--- src/rtl/ahbm_pkg.sv ---
package ahbm_pkg;
  typedef enum logic [1:0] {
    TR_IDLE   = 2'b00,
    TR_BUSY   = 2'b01,
    TR_NONSEQ = 2'b10,
    TR_SEQ    = 2'b11
  } trans_t;

  localparam logic RESP_OKAY  = 1'b0;
  localparam logic RESP_ERROR = 1'b1;
endpackage

--- src/rtl/mgr_addr_stage.sv ---
// Address phase generator: walks a burst and withdraws it on cancel.
module mgr_addr_stage
  import ahbm_pkg::*;
#(
  parameter int AW = 32,
  parameter int LENW = 4,
  parameter int BYTES = 4,
  parameter logic [AW-1:0] PARK_ADDR = '0
) (
  input  logic            clk,
  input  logic            rst_n,
  input  logic            start,
  input  logic [AW-1:0]   st_addr,
  input  logic            st_write,
  input  logic [LENW-1:0] st_len,
  input  logic            adv,
  input  logic            cancel,
  output trans_t          trans,
  output logic [AW-1:0]   addr,
  output logic            write,
  output logic [LENW-1:0] beat,
  output logic            last
);
  trans_t          trans_q;
  logic [AW-1:0]   addr_q;
  logic            write_q;
  logic [LENW-1:0] left_q;
  logic [LENW-1:0] beat_q;
  logic            issuing;
  logic            more;

  function automatic logic [AW-1:0] step_addr(input logic [AW-1:0] a);
    return a + AW'(BYTES);
  endfunction

  assign issuing = adv && (trans_q != TR_IDLE);
  assign more    = (left_q != '0);

  always_ff @(posedge clk or negedge rst_n) begin
    if (!rst_n) begin
      trans_q <= TR_IDLE;
      addr_q  <= '0;
      write_q <= 1'b0;
      left_q  <= '0;
      beat_q  <= '0;
    end else if (cancel) begin
      trans_q <= TR_IDLE;
      addr_q  <= PARK_ADDR;
      left_q  <= '0;
    end else if (start) begin
      trans_q <= TR_NONSEQ;
      addr_q  <= st_addr;
      write_q <= st_write;
      left_q  <= st_len;
      beat_q  <= '0;
    end else if (issuing) begin
      if (more) begin
        trans_q <= TR_SEQ;
        addr_q  <= step_addr(addr_q);
        left_q  <= left_q - 1'b1;
        beat_q  <= beat_q + 1'b1;
      end else begin
        trans_q <= TR_IDLE;
      end
    end
  end

  assign trans = trans_q;
  assign addr  = addr_q;
  assign write = write_q;
  assign beat  = beat_q;
  assign last  = !more;

  assert_hold_R4 : assert property (@(posedge clk) disable iff (!rst_n)
    (trans_q != TR_IDLE && !adv && !cancel && !start) |=>
      (trans_q == $past(trans_q) && addr_q == $past(addr_q) && write_q == $past(write_q)))
    else $error("address phase moved while ready low");

  assert_step_R3 : assert property (@(posedge clk) disable iff (!rst_n)
    (issuing && more && !cancel && !start) |=>
      (trans_q == TR_SEQ && addr_q == $past(addr_q) + AW'(BYTES)))
    else $error("burst step wrong");

  assert_cancel_R6 : assert property (@(posedge clk) disable iff (!rst_n)
    cancel |=> (trans_q == TR_IDLE && addr_q == PARK_ADDR))
    else $error("cancel did not park address phase");
endmodule

--- src/rtl/mgr_data_stage.sv ---
// Data phase tracker: follows the accepted beat and classifies its response.
module mgr_data_stage
  import ahbm_pkg::*;
#(
  parameter int AW = 32,
  parameter int DW = 32,
  parameter int LENW = 4
) (
  input  logic            clk,
  input  logic            rst_n,
  input  logic            adv,
  input  logic            resp,
  input  trans_t          a_trans,
  input  logic [AW-1:0]   a_addr,
  input  logic            a_write,
  input  logic [LENW-1:0] a_beat,
  input  logic            a_last,
  input  logic [DW-1:0]   wbase,
  output logic            d_valid,
  output logic [AW-1:0]   d_addr,
  output logic            d_write,
  output logic [LENW-1:0] d_beat,
  output logic            d_last,
  output logic [DW-1:0]   wdata,
  output logic            err_first,
  output logic            fin_err,
  output logic            fin_ok
);
  logic take;

  function automatic logic [DW-1:0] beat_data(input logic [DW-1:0] base,
                                              input logic [LENW-1:0] k);
    return base + DW'(k);
  endfunction

  assign err_first = d_valid && !adv && (resp == RESP_ERROR);
  assign fin_err   = d_valid && adv && (resp == RESP_ERROR);
  assign fin_ok    = d_valid && adv && (resp == RESP_OKAY);
  assign take      = (a_trans != TR_IDLE) && !fin_err;

  always_ff @(posedge clk or negedge rst_n) begin
    if (!rst_n) begin
      d_valid <= 1'b0;
      d_addr  <= '0;
      d_write <= 1'b0;
      d_beat  <= '0;
      d_last  <= 1'b0;
      wdata   <= '0;
    end else if (adv) begin
      d_valid <= take;
      if (take) begin
        d_addr  <= a_addr;
        d_write <= a_write;
        d_beat  <= a_beat;
        d_last  <= a_last;
        wdata   <= beat_data(wbase, a_beat);
      end
    end
  end

  assert_no_beat_after_err_R6 : assert property (@(posedge clk) disable iff (!rst_n)
    fin_err |=> !d_valid)
    else $error("data phase followed an error response");

  assert_wdata_hold_R5 : assert property (@(posedge clk) disable iff (!rst_n)
    (d_valid && !adv) |=> ($stable(wdata) && $stable(d_addr)))
    else $error("data phase changed while stalled");
endmodule

--- src/rtl/mgr_err_log.sv ---
// Error record: latches the failing beat's details.
module mgr_err_log #(
  parameter int AW = 32,
  parameter int LENW = 4
) (
  input  logic            clk,
  input  logic            rst_n,
  input  logic            capture,
  input  logic [AW-1:0]   c_addr,
  input  logic            c_write,
  input  logic [LENW-1:0] c_beat,
  output logic            log_valid,
  output logic [AW-1:0]   log_addr,
  output logic            log_write,
  output logic [LENW-1:0] log_beat
);
  always_ff @(posedge clk or negedge rst_n) begin
    if (!rst_n) begin
      log_valid <= 1'b0;
      log_addr  <= '0;
      log_write <= 1'b0;
      log_beat  <= '0;
    end else if (capture) begin
      log_valid <= 1'b1;
      log_addr  <= c_addr;
      log_write <= c_write;
      log_beat  <= c_beat;
    end
  end

  assert_log_sticky_R9 : assert property (@(posedge clk) disable iff (!rst_n)
    log_valid |=> log_valid)
    else $error("error record lost");

  assert_log_capture_R9 : assert property (@(posedge clk) disable iff (!rst_n)
    capture |=> (log_valid && log_addr == $past(c_addr) && log_beat == $past(c_beat)))
    else $error("error record not captured");
endmodule

--- src/rtl/ahb_cancel_manager.sv ---
module ahb_cancel_manager
  import ahbm_pkg::*;
#(
  parameter int AW = 32,
  parameter int DW = 32,
  parameter int LENW = 4,
  parameter logic [AW-1:0] PARK_ADDR = '0
) (
  input  logic            clk,
  input  logic            rst_n,
  input  logic            cmd_valid,
  output logic            cmd_ready,
  input  logic [AW-1:0]   cmd_addr,
  input  logic            cmd_write,
  input  logic [DW-1:0]   cmd_wdata,
  input  logic [LENW-1:0] cmd_len,
  output logic            done_valid,
  output logic            done_err,
  output logic            rd_valid,
  output logic [DW-1:0]   rd_data,
  output logic [1:0]      bus_trans,
  output logic [AW-1:0]   bus_addr,
  output logic            bus_write,
  output logic [DW-1:0]   bus_wdata,
  input  logic            bus_ready,
  input  logic            bus_resp,
  input  logic [DW-1:0]   bus_rdata,
  output logic            log_valid,
  output logic [AW-1:0]   log_addr,
  output logic            log_write,
  output logic [LENW-1:0] log_beat
);
  localparam int BYTES = DW / 8;

  // named internal events
  logic            start;
  logic            cancel;
  logic            err_first;
  logic            fin_err;
  logic            fin_ok;
  logic            cmd_end;
  logic            busy_q;
  logic [DW-1:0]   wbase_q;

  trans_t          a_trans;
  logic [AW-1:0]   a_addr;
  logic            a_write;
  logic [LENW-1:0] a_beat;
  logic            a_last;

  logic            d_valid;
  logic [AW-1:0]   d_addr;
  logic            d_write;
  logic [LENW-1:0] d_beat;
  logic            d_last;

  assign cmd_ready = !busy_q;
  assign start     = cmd_valid && !busy_q;
  assign cancel    = err_first || fin_err;
  assign cmd_end   = fin_err || (fin_ok && d_last);

  mgr_addr_stage #(
    .AW(AW), .LENW(LENW), .BYTES(BYTES), .PARK_ADDR(PARK_ADDR)
  ) u_addr (
    .clk(clk), .rst_n(rst_n), .start(start), .st_addr(cmd_addr),
    .st_write(cmd_write), .st_len(cmd_len), .adv(bus_ready), .cancel(cancel),
    .trans(a_trans), .addr(a_addr), .write(a_write), .beat(a_beat), .last(a_last)
  );

  mgr_data_stage #(
    .AW(AW), .DW(DW), .LENW(LENW)
  ) u_data (
    .clk(clk), .rst_n(rst_n), .adv(bus_ready), .resp(bus_resp),
    .a_trans(a_trans), .a_addr(a_addr), .a_write(a_write), .a_beat(a_beat),
    .a_last(a_last), .wbase(wbase_q),
    .d_valid(d_valid), .d_addr(d_addr), .d_write(d_write), .d_beat(d_beat),
    .d_last(d_last), .wdata(bus_wdata),
    .err_first(err_first), .fin_err(fin_err), .fin_ok(fin_ok)
  );

  mgr_err_log #(
    .AW(AW), .LENW(LENW)
  ) u_log (
    .clk(clk), .rst_n(rst_n), .capture(cancel), .c_addr(d_addr),
    .c_write(d_write), .c_beat(d_beat),
    .log_valid(log_valid), .log_addr(log_addr), .log_write(log_write),
    .log_beat(log_beat)
  );

  always_ff @(posedge clk or negedge rst_n) begin
    if (!rst_n) begin
      busy_q  <= 1'b0;
      wbase_q <= '0;
    end else if (start) begin
      busy_q  <= 1'b1;
      wbase_q <= cmd_wdata;
    end else if (cmd_end) begin
      busy_q  <= 1'b0;
    end
  end

  always_ff @(posedge clk or negedge rst_n) begin
    if (!rst_n) begin
      done_valid <= 1'b0;
      done_err   <= 1'b0;
      rd_valid   <= 1'b0;
      rd_data    <= '0;
    end else begin
      done_valid <= cmd_end;
      done_err   <= fin_err;
      rd_valid   <= fin_ok && !d_write;
      if (fin_ok && !d_write) rd_data <= bus_rdata;
    end
  end

  assign bus_trans = a_trans;
  assign bus_addr  = a_addr;
  assign bus_write = a_write;

  assert_accept_R2 : assert property (@(posedge clk) disable iff (!rst_n)
    (cmd_valid && cmd_ready) |=>
      (!cmd_ready && bus_trans == TR_NONSEQ && bus_addr == $past(cmd_addr)))
    else $error("command acceptance wrong");

  assert_done_idle_R7 : assert property (@(posedge clk) disable iff (!rst_n)
    done_valid |-> (cmd_ready && bus_trans == TR_IDLE))
    else $error("completion reported while bus busy");

  assert_err_cancels_R6 : assert property (@(posedge clk) disable iff (!rst_n)
    (d_valid && !bus_ready && bus_resp) |=> (bus_trans == TR_IDLE))
    else $error("pending address phase not withdrawn");
endmodule

--- config.mk ---
export PLATFORM = sky130hd
export DESIGN_NAME = ahb_cancel_manager
export DESIGN_NICKNAME = d
export VERILOG_FILES = /design/src/rtl/ahbm_pkg.sv /design/src/rtl/mgr_addr_stage.sv /design/src/rtl/mgr_data_stage.sv /design/src/rtl/mgr_err_log.sv /design/src/rtl/ahb_cancel_manager.sv
export SDC_FILE = /design/constraint.sdc
export NUM_CORES = 1
export LEC_CHECK = 0
export BUFFER_PORTS_ARGS = -buffer_cell sky130_fd_sc_hd__buf_4
export CELL_PAD_IN_SITES_DETAIL_PLACEMENT = 0
export CELL_PAD_IN_SITES_GLOBAL_PLACEMENT = 2
export CORE_MARGIN = 2
export CORE_UTILIZATION = 36
export CTS_BUF_LIST = sky130_fd_sc_hd__clkbuf_8
export CTS_CLUSTER_DIAMETER = 60
export DETAILED_ROUTE_END_ITERATION = 10
export PLACE_DENSITY_LB_ADDON = 0.15
export REMOVE_ABC_BUFFERS = 1
export SYNTH_ARGS = -nofsm -noshare
export SYNTH_HDL_FRONTEND = slang
export SYNTH_SLANG_ARGS = --single-unit
--- constraint.sdc ---
create_clock -name clk -period 3.8 [get_ports clk]
set_input_delay 0.57 -clock clk [delete_from_list [all_inputs] [get_ports clk]]
set_output_delay 0.57 -clock clk [all_outputs]
set_load 0.01 [all_outputs]
# Word-level counts from Yosys, hierarchy flattened
# Cells that the tools add are included.
[totals] register_bits=220 output_inout_bits=141
[classes] n_bitwise=2 n_mux=17 reduce_logical=28 addsub=4
[ops] op="two-way mux 32 bit" count=4
[ops] op="adder 32 x 3 -> 32 bit (second input constant)" count=1
[ops] op="adder 32 x 4 -> 32 bit" count=1
[ops] op="two-way mux 4 bit" count=7
[ops] op="logical AND 1 bit" count=10
[ops] op="two-way mux 2 bit" count=4
[ops] op="nonzero test 2 bit" count=4
[ops] op="AND reduction 2 bit" count=3
[ops] op="nonzero test 3 bit" count=2
[ops] op="zero test 1 bit" count=5
[ops] op="adder 4 x 1 -> 4 bit (second input constant)" count=1
[ops] op="nonzero test 4 bit" count=1
[ops] op="subtractor 4 x 1 -> 4 bit (second input constant)" count=1
[ops] op="AND reduction 3 bit" count=1
[ops] op="logical OR 1 bit" count=2
[ops] op="two-way mux 1 bit" count=2
[ops] op="inverter 1 bit" count=2

# Logic depth before layout (Yosys ltp)
[depth] depth_word=6 depth_mapped=8 mapped_depth_nobuf=7

# Cells and area by module
# From an unflattened synthesis, not the netlist that was laid out.
[hier_totals] hier_cells=897 area_unflattened_um2=10297.4
[modules_own_cells] mod="mgr_data_stage" area_each_um2=3390.8 seq_area_each_um2=1776.7 n_inst=1 cells_per_inst=377
[modules_own_cells] mod="ahb_cancel_manager" area_each_um2=2771.4 seq_area_each_um2=1701.6 n_inst=1 cells_per_inst=146
[modules_own_cells] mod="mgr_addr_stage" area_each_um2=2651.3 seq_area_each_um2=1076.0 n_inst=1 cells_per_inst=294
[modules_own_cells] mod="mgr_err_log" area_each_um2=1483.9 seq_area_each_um2=950.9 n_inst=1 cells_per_inst=80

# Least setup slack after synthesis
# Ideal clock, no wire load.
[synth_timing] kind="reg2reg" from="reg u_addr.left_q[0]" to="reg u_addr.addr_q[19], in the netlist u_addr.addr[19]" t_arrival_ns=1.771 period_less_slack_ns=1.908 path_stages_with_launch=9 setup_time_ns=0.137 n_path_buf=1 slack_ns=1.892 t_required_ns=3.663 path_cell_list="dfrtp_1 -> inv_1 -> ha_1 -> or3b_2 -> and4_1 -> buf_2 -> nand4_1 -> xor2_1 -> a21oi_1"
[synth_via] elab_chain_len=3
[synth_rtl] element="start, declared" line_no="mgr_addr_stage.sv:27" rtl="logic [LENW-1:0] left_q;"
[synth_rtl] element="start signal, assigned" line_no="mgr_addr_stage.sv:54" rtl="left_q <= st_len;"
[synth_rtl] element="start signal, assigned" line_no="mgr_addr_stage.sv:60" rtl="left_q <= left_q - 1'b1;"
[synth_rtl] element="nonzero test 4 bit" line_no="mgr_addr_stage.sv:37" rtl="assign more = (left_q != '0);"
[synth_rtl] element="nonzero test 3 bit (no line)"
[synth_rtl] element="AND reduction 2 bit (no line)"
[synth_rtl] element="end signal, assigned" line_no="mgr_addr_stage.sv:52" rtl="addr_q <= st_addr;"
[synth_rtl] element="end signal, assigned" line_no="mgr_addr_stage.sv:59" rtl="addr_q <= step_addr(addr_q);"
[synth_rtl] element="end, declared" line_no="mgr_addr_stage.sv:25" rtl="logic [AW-1:0] addr_q;"
# No other way between the ends.
# A chain may end at the register's enable or synchronous reset.

# Worst setup path after layout
[layout_timing] from="reg u_addr.beat_q[3], in the netlist u_addr.beat[3]" to="reg u_data.wdata[31]"
[layout_via] elab_chain_len=1
[layout_rtl] element="start, declared" line_no="mgr_addr_stage.sv:28" rtl="logic [LENW-1:0] beat_q;"
[layout_rtl] element="start signal, assigned" line_no="mgr_addr_stage.sv:61" rtl="beat_q <= beat_q + 1'b1;"
[layout_rtl] element="adder 32 x 4 -> 32 bit" line_no="mgr_data_stage.sv:33" rtl="return base + DW'(k);"
[layout_rtl] element="end signal, assigned" line_no="mgr_data_stage.sv:56" rtl="wdata <= beat_data(wbase, a_beat);"
[layout_rtl] element="end, declared" line_no="mgr_data_stage.sv:24" rtl="output logic [DW-1:0] wdata,"
# No other way between the ends.

==> qor.txt <==
==================================================================================
Outcome ............................................................. finished with violations
Violations in the final reports .....................................  hold timing
Area share of the largest cell type after synthesis .................        56.9%
Number of global-route vias before repair ...........................        8,328
Largest net degree at the start of global routing ...................           84
Yosys warning total .................................................            0
Initial antenna violation count .....................................            1
Cell-by-cell trace of the critical path ............................. ha_1 -> o21ai_0 -> nor3_2 -> nand2_1 -> or3_1 -> a31oi_1
Final TNS setup .....................................................         0 ns
Highest clock frequency the design can meet .........................    0.447 GHz
Max Cap Violations ..................................................            0
Worst-case vdd ir drop ..............................................     0.313 mV
Routed Wire Length ..................................................    27,200 µm
Sinks on the clock net ..............................................          220
Non-filler cells in the finished layout .............................        1,638
Finished Core Util ..................................................        48.4%
Final number of setup-violating endpoints ...........................            0
Detailed-route wire length per cell .................................      16.6 µm
CTS tree ............................................................         done
Final antenna-violating net count ...................................            0
Flops & latches, synth ..............................................          220
GP Congestion .......................................................        0.783
GRT Resource Usage Total ............................................        19.8%
Clock root cell .....................................................     clkbuf_8
Effective utilization at floorplan ..................................        36.9%
DRC violations left .................................................            0
Worst slack, placed .................................................      1.51 ns
Hold buffer count at cts ............................................            0
Slew Limit Headroom .................................................        51.0%
Placed cell count ...................................................        1,570
Startpoint kind of the worst setup timing path ......................    flip-flop
Die Y-Extent ........................................................       168 µm
Detailed router's first-iteration violation count ...................          441
Pwr per Cell Area ...................................................   796 mW/mm²
Total number of cells along the worst setup path ....................            6
Site row count ......................................................           59
Leakage power .......................................................      6.35 nW
Area enclosed by the die boundary ...................................   0.0282 mm²
Number of instances in the synthesized netlist ......................        1,028
Post-detail-place hpwl ..............................................    18,300 µm
Fin Hold WS .........................................................  -0.00377 ns
DR vias .............................................................        7,925
Critical path data required time ....................................      4.27 ns
Leading cell type in the layout, fill and taps excluded .............      nand2_1
Critical path start-end classification ..............................      reg2reg
Largest stage delay, worst path .....................................      0.51 ns
Die X-Extent ........................................................       168 µm
Count of flip-flops with a built-in enable after synthesis ..........            0
Number of buffers between clock root and the deepest sink ...........            3
Skew final ..........................................................    0.0272 ns
Overflow after GRT ..................................................            0
Cell type contributing the most total cell area after synthesis .....      dfrtp_1
Type of the worst min-delay path ....................................     in2async
Power, Total ........................................................      10.1 mW
Worst r2r dst ....................................................... u_data.wdata[31]
Post-synthesis cell area ............................................  0.00967 mm²
Post-placement cell area ............................................   0.0119 mm²
Critical path endpoint category .....................................    flip-flop
Nets ................................................................        1,392
Via density per instance ............................................         4.84
Buf/Inv on CP .......................................................            0
R2R Path Start ...................................................... u_addr.beat[3]
Sequential element share of the synthesized area ....................        56.9%
Clock Pin Slew Worst Setup and Hold Paths ...........................      0.06 ns
Synthesized area divided by synthesized cell count ..................     9.40 µm²
Number of CTS-inserted buffers ......................................           40
Slowest cell on crit path ...........................................       nor3_2
Post-route standard cell area excluding fillers .....................   0.0127 mm²
Area delta synth->final .............................................        31.1%
Capturing instance or port of the critical path ..................... u_data.wdata[31]
Worst Reg2Reg Path Length in Cells ..................................            6
Slew of the pin with the lowest slew margin .........................     0.736 ns
Post-cts repair resize count ........................................            0
Share of final-layout standard cells stronger than drive strength 1 .        27.7%
Diodes inserted .....................................................            0
Placeable Area ......................................................   0.0262 mm²
Share of async-settable or async-resettable flops after synthesis ...         100%
Worst-case register-to-register setup slack .........................      1.56 ns
Layout filler cell count ............................................        2,567
I/O Pins ............................................................          247
H-tree depth reported by CTS ........................................            2
First-pass detailed-route iteration total ...........................            5
Max-slew violation count ............................................            0
Count of cell types in the netlist ..................................           43
Number of buffers added for setup after CTS .........................            0
Crit share post-route ...............................................        58.8%
Cell class contributing the biggest share of worst-path delay ....... simple AND/OR/NAND/NOR gates
First-pass GRT wire length ..........................................    44,500 µm
Number of hold violations in the final report .......................            1
Worst path arrival time .............................................      2.70 ns
Number of buffers added on ports ....................................          246
Worst setup startpoint .............................................. u_addr.beat[3]
Most used cells in the layout excluding fill and tap cells .......... nand2_1, buf_4, dfrtp_1
Largest cells by area after synthesis ............................... dfrtp_1, nand2_1, mux2_2
Primary flip-flop cell chosen by synthesis mapping ..................      dfrtp_1
Unrepaired setup endpoints after global routing .....................        false
Top fanout value on the critical path ...............................            8
Time the final worst path needs with I/O delays and setup ...........      2.24 ns
Worst Setup Slack, final ............................................      1.56 ns
Clk_lat worst skew ..................................................      0.54 ns
==================================================================================
## worst register-to-register path, stage by stage (launching register included)
cell and delay [ns]:
dfrtp_1 0.41, ha_1 0.36, o21ai_0 0.16, nor3_2 0.51, nand2_1 0.19, or3_1 0.37, a31oi_1 0.16
## final cells by class
class,instances,area (µm²),area share [%]
flip-flops and latches,220,5510,43.4
inverters,9,33.8,0.266
clock inverters,15,58.8,0.464
repair buffers,259,1960,15.5
multi-input cells,747,3970,31.3
clock buffers,53,729,5.75
well taps,335,419,3.31
## registers in the layout, indices dropped and copies added, names as in the netlist, 4 cells and up
signal          cells
u_data.d_beat       4
u_addr.left_q       4
u_data.d_addr      32
wbase_q            32
u_addr.beat         4
u_data.wdata       32
rd_data            32
u_log.log_beat      4
u_log.log_addr     32
u_addr.addr        32
## cells in the mapped netlist, types with 8 or more instances
cell type	count
and4_1	8
nand2_1	382
o21ai_0	67
and2_1	9
nand4_1	26
inv_1	9
ha_1	8
xnor2_1	19
a21oi_1	35
and3_1	15
nand3_1	22
clkbuf_1	41
dfrtp_1	220
xor2_1	35
nor3_1	11
mux2_2	33
nor2_1	30
## worst min-delay path by stage
| stage | startpoint | to | slack (ns) |
|---|---|---|---|
| 2_1_floorplan | rst_n | busy_q | 0.27 |
| 4_1_cts | rst_n | rd_valid | 0.03 |
| 5_1_grt | rst_n | rd_valid | 0.05 |
| 3_5_place_dp | u_data.d_addr[21] | u_log.log_addr[21] | 0.46 |
| 3_3_place_gp | u_log.log_valid | u_log.log_valid | 0.45 |
| 6_report | rst_n | rd_valid | -0.004 |
## logic make-up after synthesis
group / share of synthesized area (%)
AOI/OAI and AO/OA: 6.99
xor gates and xnor gates: 4.89
adders and majority gates: 1.24
buffers and inverters: 2.42
DFF: 56.9
muxes: 3.95
and+or+nand+nor: 23.6
## power by group
part           leakage [nW]  internal (mW)  switching (mW)  total, mW
Sequential             2.78           3.37           0.884       4.25
Clock                 0.458           1.23           0.974       2.21
Combinational          3.11           1.72            1.91       3.63
Total                  6.35           6.32            3.77       10.1
## per-layer routing
| metal | global-route usage [%] | wire length, µm |
|---|---|---|
| met2 | 32.5 | 12800 |
| met1 | 26.0 | 12300 |
| met5 | 0 | 0 |
| met3 | 5.17 | 1680 |
| met4 | 5.33 | 439 |
Note: power is estimated with default switching activity, not from simulation.
